File: src/rtl/pfe_pkg.sv
package pfe_pkg;

  typedef enum logic [1:0] {
    ST_IDLE = 2'd0,
    ST_LOCK = 2'd1,
    ST_SCAN = 2'd2,
    ST_DONE = 2'd3
  } pfe_state_e;

endpackage

File: src/rtl/pfe_blk_step.sv
module pfe_blk_step (
  input  logic active,
  input  logic hit,
  input  logic dirty,
  input  logic miss_pend,
  input  logic evict_pend,
  input  logic wb_ready,
  output logic advance,
  output logic wb_req,
  output logic inv
);

  logic pend;

  always_comb begin
    pend    = miss_pend | evict_pend;
    advance = 1'b0;
    wb_req  = 1'b0;
    inv     = 1'b0;
    if (active) begin
      if (!hit) begin
        advance = 1'b1;
      end else if (pend) begin
        advance = 1'b0;
      end else if (dirty) begin
        wb_req  = 1'b1;
        inv     = wb_ready;
        advance = wb_ready;
      end else begin
        inv     = 1'b1;
        advance = 1'b1;
      end
    end
  end

endmodule

File: src/rtl/pfe_blk_cnt.sv
module pfe_blk_cnt #(
  parameter int BLOCKS = 64,
  localparam int IDX_W = (BLOCKS > 1) ? $clog2(BLOCKS) : 1
) (
  input  logic             clk,
  input  logic             rst_n,
  input  logic             clr,
  input  logic             step,
  output logic [IDX_W-1:0] idx,
  output logic             at_last
);

  localparam logic [IDX_W-1:0] LAST = IDX_W'(BLOCKS - 1);

  logic [IDX_W-1:0] idx_d;
  logic             idx_en;

  always_comb begin
    idx_en = clr | step;
    idx_d  = clr ? '0 : idx + 1'b1;
  end

  always_ff @(posedge clk or negedge rst_n) begin
    if (!rst_n) begin
      idx <= '0;
    end else if (idx_en) begin
      idx <= idx_d;
    end
  end

  assign at_last = (idx == LAST);

endmodule

File: src/rtl/pfe_fsm.sv
module pfe_fsm
  import pfe_pkg::*;
(
  input  logic       clk,
  input  logic       rst_n,
  input  logic       req_fire,
  input  logic       scan_adv,
  input  logic       at_last,
  output pfe_state_e state
);

  pfe_state_e state_d;

  always_comb begin
    state_d = state;
    unique case (state)
      ST_IDLE: if (req_fire) state_d = ST_LOCK;
      ST_LOCK: state_d = ST_SCAN;
      ST_SCAN: if (scan_adv && at_last) state_d = ST_DONE;
      ST_DONE: state_d = ST_IDLE;
      default: state_d = ST_IDLE;
    endcase
  end

  always_ff @(posedge clk or negedge rst_n) begin
    if (!rst_n) begin
      state <= ST_IDLE;
    end else begin
      state <= state_d;
    end
  end

endmodule

File: src/rtl/page_flush_engine.sv
module page_flush_engine
  import pfe_pkg::*;
#(
  parameter int PAGE_W = 20,
  parameter int NODE_W = 6,
  parameter int BLOCKS = 64,
  localparam int IDX_W = (BLOCKS > 1) ? $clog2(BLOCKS) : 1
) (
  input  logic              clk,
  input  logic              rst_n,
  input  logic              req_valid,
  output logic              req_ready,
  input  logic [PAGE_W-1:0] req_page,
  input  logic [NODE_W-1:0] req_src,
  output logic              cmpl_valid,
  output logic [PAGE_W-1:0] cmpl_page,
  output logic [NODE_W-1:0] cmpl_dst,
  output logic              tlb_we,
  output logic [PAGE_W-1:0] tlb_page,
  output logic              tlb_lock,
  output logic              tlb_priv,
  output logic              look_valid,
  output logic [PAGE_W-1:0] look_page,
  output logic [IDX_W-1:0]  look_blk,
  input  logic              look_hit,
  input  logic              look_dirty,
  input  logic              mshr_miss_pend,
  input  logic              mshr_evict_pend,
  output logic              wb_valid,
  input  logic              wb_ready,
  output logic              inv_en
);

  pfe_state_e        state;
  logic              req_fire;
  logic              scan_adv;
  logic              at_last;
  logic              scanning;
  logic [PAGE_W-1:0] page_q;
  logic [NODE_W-1:0] src_q;

  assign req_ready = (state == ST_IDLE);
  assign req_fire  = req_valid & req_ready;
  assign scanning  = (state == ST_SCAN);

  always_ff @(posedge clk or negedge rst_n) begin
    if (!rst_n) begin
      page_q <= '0;
      src_q  <= '0;
    end else if (req_fire) begin
      page_q <= req_page;
      src_q  <= req_src;
    end
  end

  pfe_fsm u_fsm (
    .clk      (clk),
    .rst_n    (rst_n),
    .req_fire (req_fire),
    .scan_adv (scan_adv),
    .at_last  (at_last),
    .state    (state)
  );

  pfe_blk_cnt #(.BLOCKS(BLOCKS)) u_cnt (
    .clk     (clk),
    .rst_n   (rst_n),
    .clr     (state == ST_LOCK),
    .step    (scan_adv),
    .idx     (look_blk),
    .at_last (at_last)
  );

  pfe_blk_step u_step (
    .active     (scanning),
    .hit        (look_hit),
    .dirty      (look_dirty),
    .miss_pend  (mshr_miss_pend),
    .evict_pend (mshr_evict_pend),
    .wb_ready   (wb_ready),
    .advance    (scan_adv),
    .wb_req     (wb_valid),
    .inv        (inv_en)
  );

  assign look_valid = scanning;
  assign look_page  = page_q;

  always_comb begin
    tlb_we   = (state == ST_LOCK) | (state == ST_DONE);
    tlb_page = page_q;
    tlb_lock = (state == ST_LOCK);
    tlb_priv = (state == ST_LOCK);
  end

  assign cmpl_valid = (state == ST_DONE);
  assign cmpl_page  = page_q;
  assign cmpl_dst   = src_q;

endmodule

File: config.mk
export PLATFORM = sky130hd
export DESIGN_NAME = page_flush_engine
export DESIGN_NICKNAME = d
export VERILOG_FILES = /design/src/rtl/pfe_pkg.sv /design/src/rtl/pfe_blk_step.sv /design/src/rtl/pfe_blk_cnt.sv /design/src/rtl/pfe_fsm.sv /design/src/rtl/page_flush_engine.sv
export SDC_FILE = /design/constraint.sdc
export NUM_CORES = 1
export LEC_CHECK = 0
export CAP_MARGIN = 20
export CORE_UTILIZATION = 37
export DETAILED_ROUTE_END_ITERATION = 7
export PLACE_DENSITY = 0.79
export SYNTH_ARGS = -nofsm -noshare
export SYNTH_HDL_FRONTEND = slang
export SYNTH_SLANG_ARGS = --single-unit
File: constraint.sdc
create_clock -name clk -period 2 [get_ports clk]
set_clock_uncertainty 0.1 [all_clocks]
set_input_delay 0.4 -clock clk [delete_from_list [all_inputs] [get_ports clk]]
set_output_delay 0.4 -clock clk [all_outputs]
set_load 0.005 [all_outputs]
==> results of run 1 <==
layout make-up:
cell class                      count  share of cell area
Timing Repair Buffer              125              0.4181
Sequential cell                    34              0.2884
Multi-Input combinational cell     73              0.2294
Clock buffer                        7             0.02926
Tap cell                           67             0.02841
Inverter                            3            0.004665
Clock inverter                      1            0.001696
synthesized netlist by cell type (all sizes together):
cell and n:
inv 3, a21oi 5, o21ai 3, ha 6, nor2b 5, or3 1
o31ai 2, nor4 1, nor4b 2, mux2 30, nand4 1, o31a 1
dfrtp 34, clkbuf 1, nor3 2, nand2 5, or2 1, buf 43
nor2 4, or4 1, nand3 3
power by group through the flow:
stage               clock, W  combinational, W  sequential [W]
floorplan                  0           0.00127         0.00129
global placement           0           0.00247         0.00129
detailed placement         0           0.00251         0.00131
CTS                 0.000532           0.00256         0.00129
global route        0.000570           0.00277         0.00133
finish              0.000509           0.00256         0.00128
worst max-delay path by stage:
stage	depth (start not counted)	startpoint	to
final	5	u_fsm.state[0]	wb_valid
after global routing	5	u_fsm.state[0]	wb_valid
after CTS	4	u_fsm.state[1]	tlb_lock
after detailed placement	4	look_hit	wb_valid
after global placement	4	wb_ready	inv_en
after floorplan	5	u_fsm.state[0]	u_cnt.idx[3]
worst reg2reg max path, delay by kind of cell, from the launching register on:
kind / cells / cell delay (ns)
buffers and inverters: 3 / 0.29
and+or+nand+nor: 1 / 0.33
adders and majority gates: 1 / 0.19
DFF: 1 / 0.41
muxes: 1 / 0.37
cell usage in the layout, fill, tap and decap left out:
cell type	n
buf_12	1
or4_1	1
inv_2	1
clkinv_2	1
dlygate4sd2_1	1
clkdlybuf4s15_1	1
nor3_1	2
o21ai_0	3
dlymetal6s2s_1	5
nor2_1	4
inv_4	1
mux2_2	30
a21oi_1	5
buf_4	10
nor4_2	1
nand2_2	1
or2_2	1
nor2b_4	1
o31a_4	1
clkbuf_8	6
nor4b_1	1
ha_4	2
ha_1	3
or3_2	1
buf_2	2
clkdlybuf4s50_1	103
o31ai_1	2
nor4b_2	1
nand3_1	3
clkbuf_2	1
inv_1	1
nor2b_1	4
nand4_1	1
dfrtp_1	34
clkbuf_1	1
ha_2	1
nand2_1	4
buf_6	1
through the flow:
step | TNS [ns] | std cells
2_1_floorplan | 0 | 154
3_3_place_gp | -0.8286 | 299
3_5_place_dp | -1.017 | 299
4_1_cts | -0.2533 | 310
5_1_grt | 0 | 310
6_report | 0 | 310
repair_timing:
item                                    in CTS  in global routing
gates resized for setup                      9                 18
setup buffers                                3                  0
endpoints found under the setup margin       7                  7
hold buffers                                 0                  0
pin swaps                                    0                  1
sequential cells by signal, indices dropped and copies added (netlist names):
| signal | flops |
|---|---|
| cmpl_page | 20 |
| u_cnt.idx | 6 |
| cmpl_dst | 6 |
| u_fsm.state | 2 |
routing by layer:
metal	vias to the layer above	part of all wire	wire length, microns
met5	-	0	0
met1	672	0.39	1550
li1	660	-	-
met3	7	0.073	290
met4	0	0.016	62
met2	68	0.52	2059
logic make-up after synthesis:
family	Yosys count
AOI/OAI and AO/OA	11
muxes	30
buffers and inverters	47
and+or+nand+nor	26
adders and majority gates	6
DFF	34
==> flow_summary.ini, run 1 <==
[placement]
pre_cts_slack_ns = -0.2668
dpl_cell_area_sq_um = 2786
io_buffers = 113
dp_hpwl_microns = 3041
gp_congestion = 0.8185

[synthesis]
synth_top_cell_by_area = dfrtp_1
avgSynthCellArea_sq_um = 11.81
ys_types = 23
synth_top_cell_area_share = 0.4680
synth_seq_area_share = 0.4680
syn_inst = 154
synth_nets = 194
ys_seq_elements = 34
synthTopCellsByArea = dfrtp_1 47%, mux2_2 19%, buf_4 17%, ha_1 4.1%, a21oi_1 1.4%
synth_top_family_by_area = multiplexers
yosys_warnings = 0
synth_xor_xnor_area_share = 0
synthAdderAreaFrac = 0.04129
synthMuxAreaShare = 0.1858
syn_area_sq_um = 1818
synth_compound_area_frac = 0.03992
synth_simple_gate_area_frac = 0.08190

[cts]
ctsHtreeMaxLevel = 2
cts_sinks = 34
clk_pin_slew_worst_paths_ns = 0.06
cts_tree = built
clk_latency_ns = 0.28
cts_made_buffers = 5
clock-root-buffer = clkbuf_8
clockBufferDepth = 2

[timing]
setup_viol = 0
fmax_mhz = 519.3
hold_ws_ns = 0.08526
tightest_slew_ns = 0.7433
rsz0062_at_grt = no
final-hold-violation-count = 0
maxSlewHeadroom = 0.5045
slew_violations = 0
setup_ws_ns = 0.07446
fin_crit_sh = 0.9628
final.min_clock_period_ns = 1.926

[global_route]
use_met2 = 0.2710
antenna_found_initial = 0
met3_usage = 0.05139
top_usage_layer = met2
grt_start_max_net_pins = 35
grt_pass1_wl_microns = 6168
grt_use_met1 = 0.1753
grt_overflow = 0
grt_pass1_vias = 1322
grt_usage = 0.1554

[die]
design.core.area_sq_um = 4723
row_count = 25
die_w_microns = 72.10
die_h_microns = 72.10
start_util = 0.3849
dieArea_sq_um = 5198
io-pin-count = 114

[detailed_routing]
routed_via_density = 4.539
antenna_left = 0
drt-initial-drc-count = 22
first_pass_iters = 4
drcViolationCount = 0
via_count = 1407
wirelength_microns = 3962
avgRoutedWirePerCell_microns = 12.78

[worst_setup_path]
crit_slowest_cell = dfrtp_1
cp_cell_sequence = inv_2, ha_2, nand2_2, nor4b_2, buf_2
r2r_end = u_cnt.idx[3]
worst_ep_arrival_time_ns = 1.43
crit_required_ns = 1.50
reg2reg_depth = 6
cp_slowest_stage_delay_ns = 0.41
rrSetupSlack_ns = 0.20
start_kind = flop
crit_type = reg2out
path_delay_family = flip-flops
crit_path_end_kind = primary output
r2r-start = u_fsm.state[0]
path_max_fanout = 2
path_buf_inv = 2

[power_and_ir_drop]
power.density_nw_per_um2 = 1476
combPwrFrac = 0.589
p_leak_nw = 1.291
power_w = 0.004355
p_sw_frac = 0.2900
clkPwrFrac = 0.117
pwr-share-seq = 0.294
ir_drop_uv = 661.4
power.switching_w = 0.001263
p_int_w = 0.003092

[min_path]
hp-class = in2async

[layout]
fillers = 405
design_area_sq_um = 2950
areaGrowthSynthToFinish_pct = 62.28
layout-drive-gt1-share = 0.2634
nNetsFinal = 282
seq_area_sq_um = 850.8
finish.utilization = 0.6246
multiInputGateArea_sq_um = 676.9
n_antenna_cell = 0

[outcome]
status = finished clean

[run]
drv_cap = 0
Note: power is estimated with default switching activity, not from simulation.
==> run 2: changes to the inputs <==
--- a/config.mk
+++ b/config.mk
@@ -6,7 +6,9 @@
 export NUM_CORES = 1
 export LEC_CHECK = 0
 export CAP_MARGIN = 20
+export CORE_MARGIN = 5
 export CORE_UTILIZATION = 37
+export CTS_CLUSTER_SIZE = 8
 export DETAILED_ROUTE_END_ITERATION = 7
 export PLACE_DENSITY = 0.79
 export SYNTH_ARGS = -nofsm -noshare
==> flow_summary.ini, run 2 (same netlist as run 1, synthesis figures left out) <==
[outcome]
status = finished clean

[layout]
final_cell_mix = 104 x clkdlybuf4s50_1, 33 x dfrtp_1, 30 x mux2_2, 10 x buf_4
instances_no_fill = 308
layout-drive-gt1-share = 0.2573
areaGrowthSynthToFinish_pct = 60.08
seq_area_sq_um = 852.1
n_antenna_cell = 0
fillers = 408
nNetsFinal = 281
finish.utilization = 0.6121
largest_reg_flops = 20
multiInputGateArea_sq_um = 664.4
final_common_cell = clkdlybuf4s50_1

[timing]
fin_crit_sh = 0.9669
final-hold-violation-count = 0
tns_ns = 0
hold_ws_ns = 0.4033
maxSlewHeadroom = 0.7106
setup_viol = 0
rsz0062_at_grt = no
slew_violations = 0
tightest_slew_ns = 0.4341
final.min_clock_period_ns = 1.934
fmax_mhz = 517.1
setup_ws_ns = 0.06611

[detailed_routing]
drcViolationCount = 0
routed_via_density = 4.484
wirelength_microns = 4419
drt-initial-drc-count = 21
avgRoutedWirePerCell_microns = 14.35
antenna_left = 0
first_pass_iters = 4
via_count = 1381

[global_route]
antenna_found_initial = 0
grt_pass1_wl_microns = 6755
grt_usage = 0.1374
grt_overflow = 0
grt_start_max_net_pins = 35
grt_pass1_vias = 1368

[worst_setup_path]
cp_num_cells = 3
crit_slowest_cell = clkdlybuf4s50_1
cp_slowest_stage_delay_ns = 0.51
cp_cell_sequence = clkdlybuf4s50_1, nor4_2, clkdlybuf4s15_1
path_buf_inv = 2
worst_ep_arrival_time_ns = 1.43
crit_required_ns = 1.50
rrSetupSlack_ns = 0.20
crit_type = in2out
reg2reg_depth = 7
crit_path_end_kind = primary output
start_kind = primary input
path_delay_family = buffers and inverters
path_max_fanout = 4

[die]
row_count = 25
dieArea_sq_um = 6415
design.core.area_sq_um = 4755
die_h_microns = 80.10
die_w_microns = 80.10
start_util = 0.3824
io-pin-count = 114

[run]
drv_cap = 0

[min_path]
min_path_cells = 1
hp-class = reg2reg

[placement]
io_buffers = 113
pre_cts_slack_ns = -0.3037
dp_hpwl_microns = 3414
dpl.cell_count = 299
gp_congestion = 0.8221

[cts]
clock-root-buffer = clkbuf_8
ctsHtreeMaxLevel = 2
cts_sinks = 34
cts_tree = built
clockBufferDepth = 2
hold_buffers = 0
cts_made_buffers = 5
clk_latency_ns = 0.28
clk_pin_slew_worst_paths_ns = 0.07

[power_and_ir_drop]
p_leak_nw = 1.255
power.density_nw_per_um2 = 1467
ir_drop_uv = 617.5
run 2: metrics by stage:
stage	cell area (sq um)	power (W)
final	2910	0.004270
after global routing	2910	0.004582
after CTS	2883	0.004324
after detailed placement	2791	0.003848
after global placement	2791	0.003779
after floorplan	1818	0.002565
run 2: path summary, 6_finish.rpt:
| kind | from | end |
|---|---|---|
| setup / recovery | mshr_miss_pend | inv_en |
| hold reg to reg | cmpl_dst[3] | cmpl_dst[3] |
| max in group asynchronous | rst_n | u_fsm.state[0] |
| hold / removal | cmpl_dst[3] | cmpl_dst[3] |
| min in group asynchronous | rst_n | cmpl_dst[0] |
| setup reg to reg | u_fsm.state[0] | u_fsm.state[1] |
run 2: where the power goes:
group          total, W  leakage, nW  internal, W  switching (W)
logic           0.00250        0.800      0.00176       0.000746
registers       0.00129        0.411      0.00101       0.000279
clock network  0.000474       0.0438     0.000233       0.000241
run 2: final cells by class:
type / instances / area share
multi-input cells: 73 / 0.2283
clock inverters: 2 / 0.003439
clock buffers: 5 / 0.02365
flip-flops and latches: 34 / 0.2928
inverters: 3 / 0.003869
repair buffers: 124 / 0.4192
well taps: 67 / 0.02880
run 2: what timing repair did:
action | in CTS | in global routing
setup buffers | 1 | 1
endpoints found under the setup margin | 8 | 4
gates resized for setup | 16 | 9
cloned | 0 | 0
pin swaps | 0 | 1
run 2: per-layer routing:
metal,global-route usage,vias up,part of all wire
met5,0,-,0
met3,0.05605,6,0.10
li1,-,652,-
met2,0.2417,66,0.50
met1,0.1502,657,0.38
met4,0.04223,0,0.012
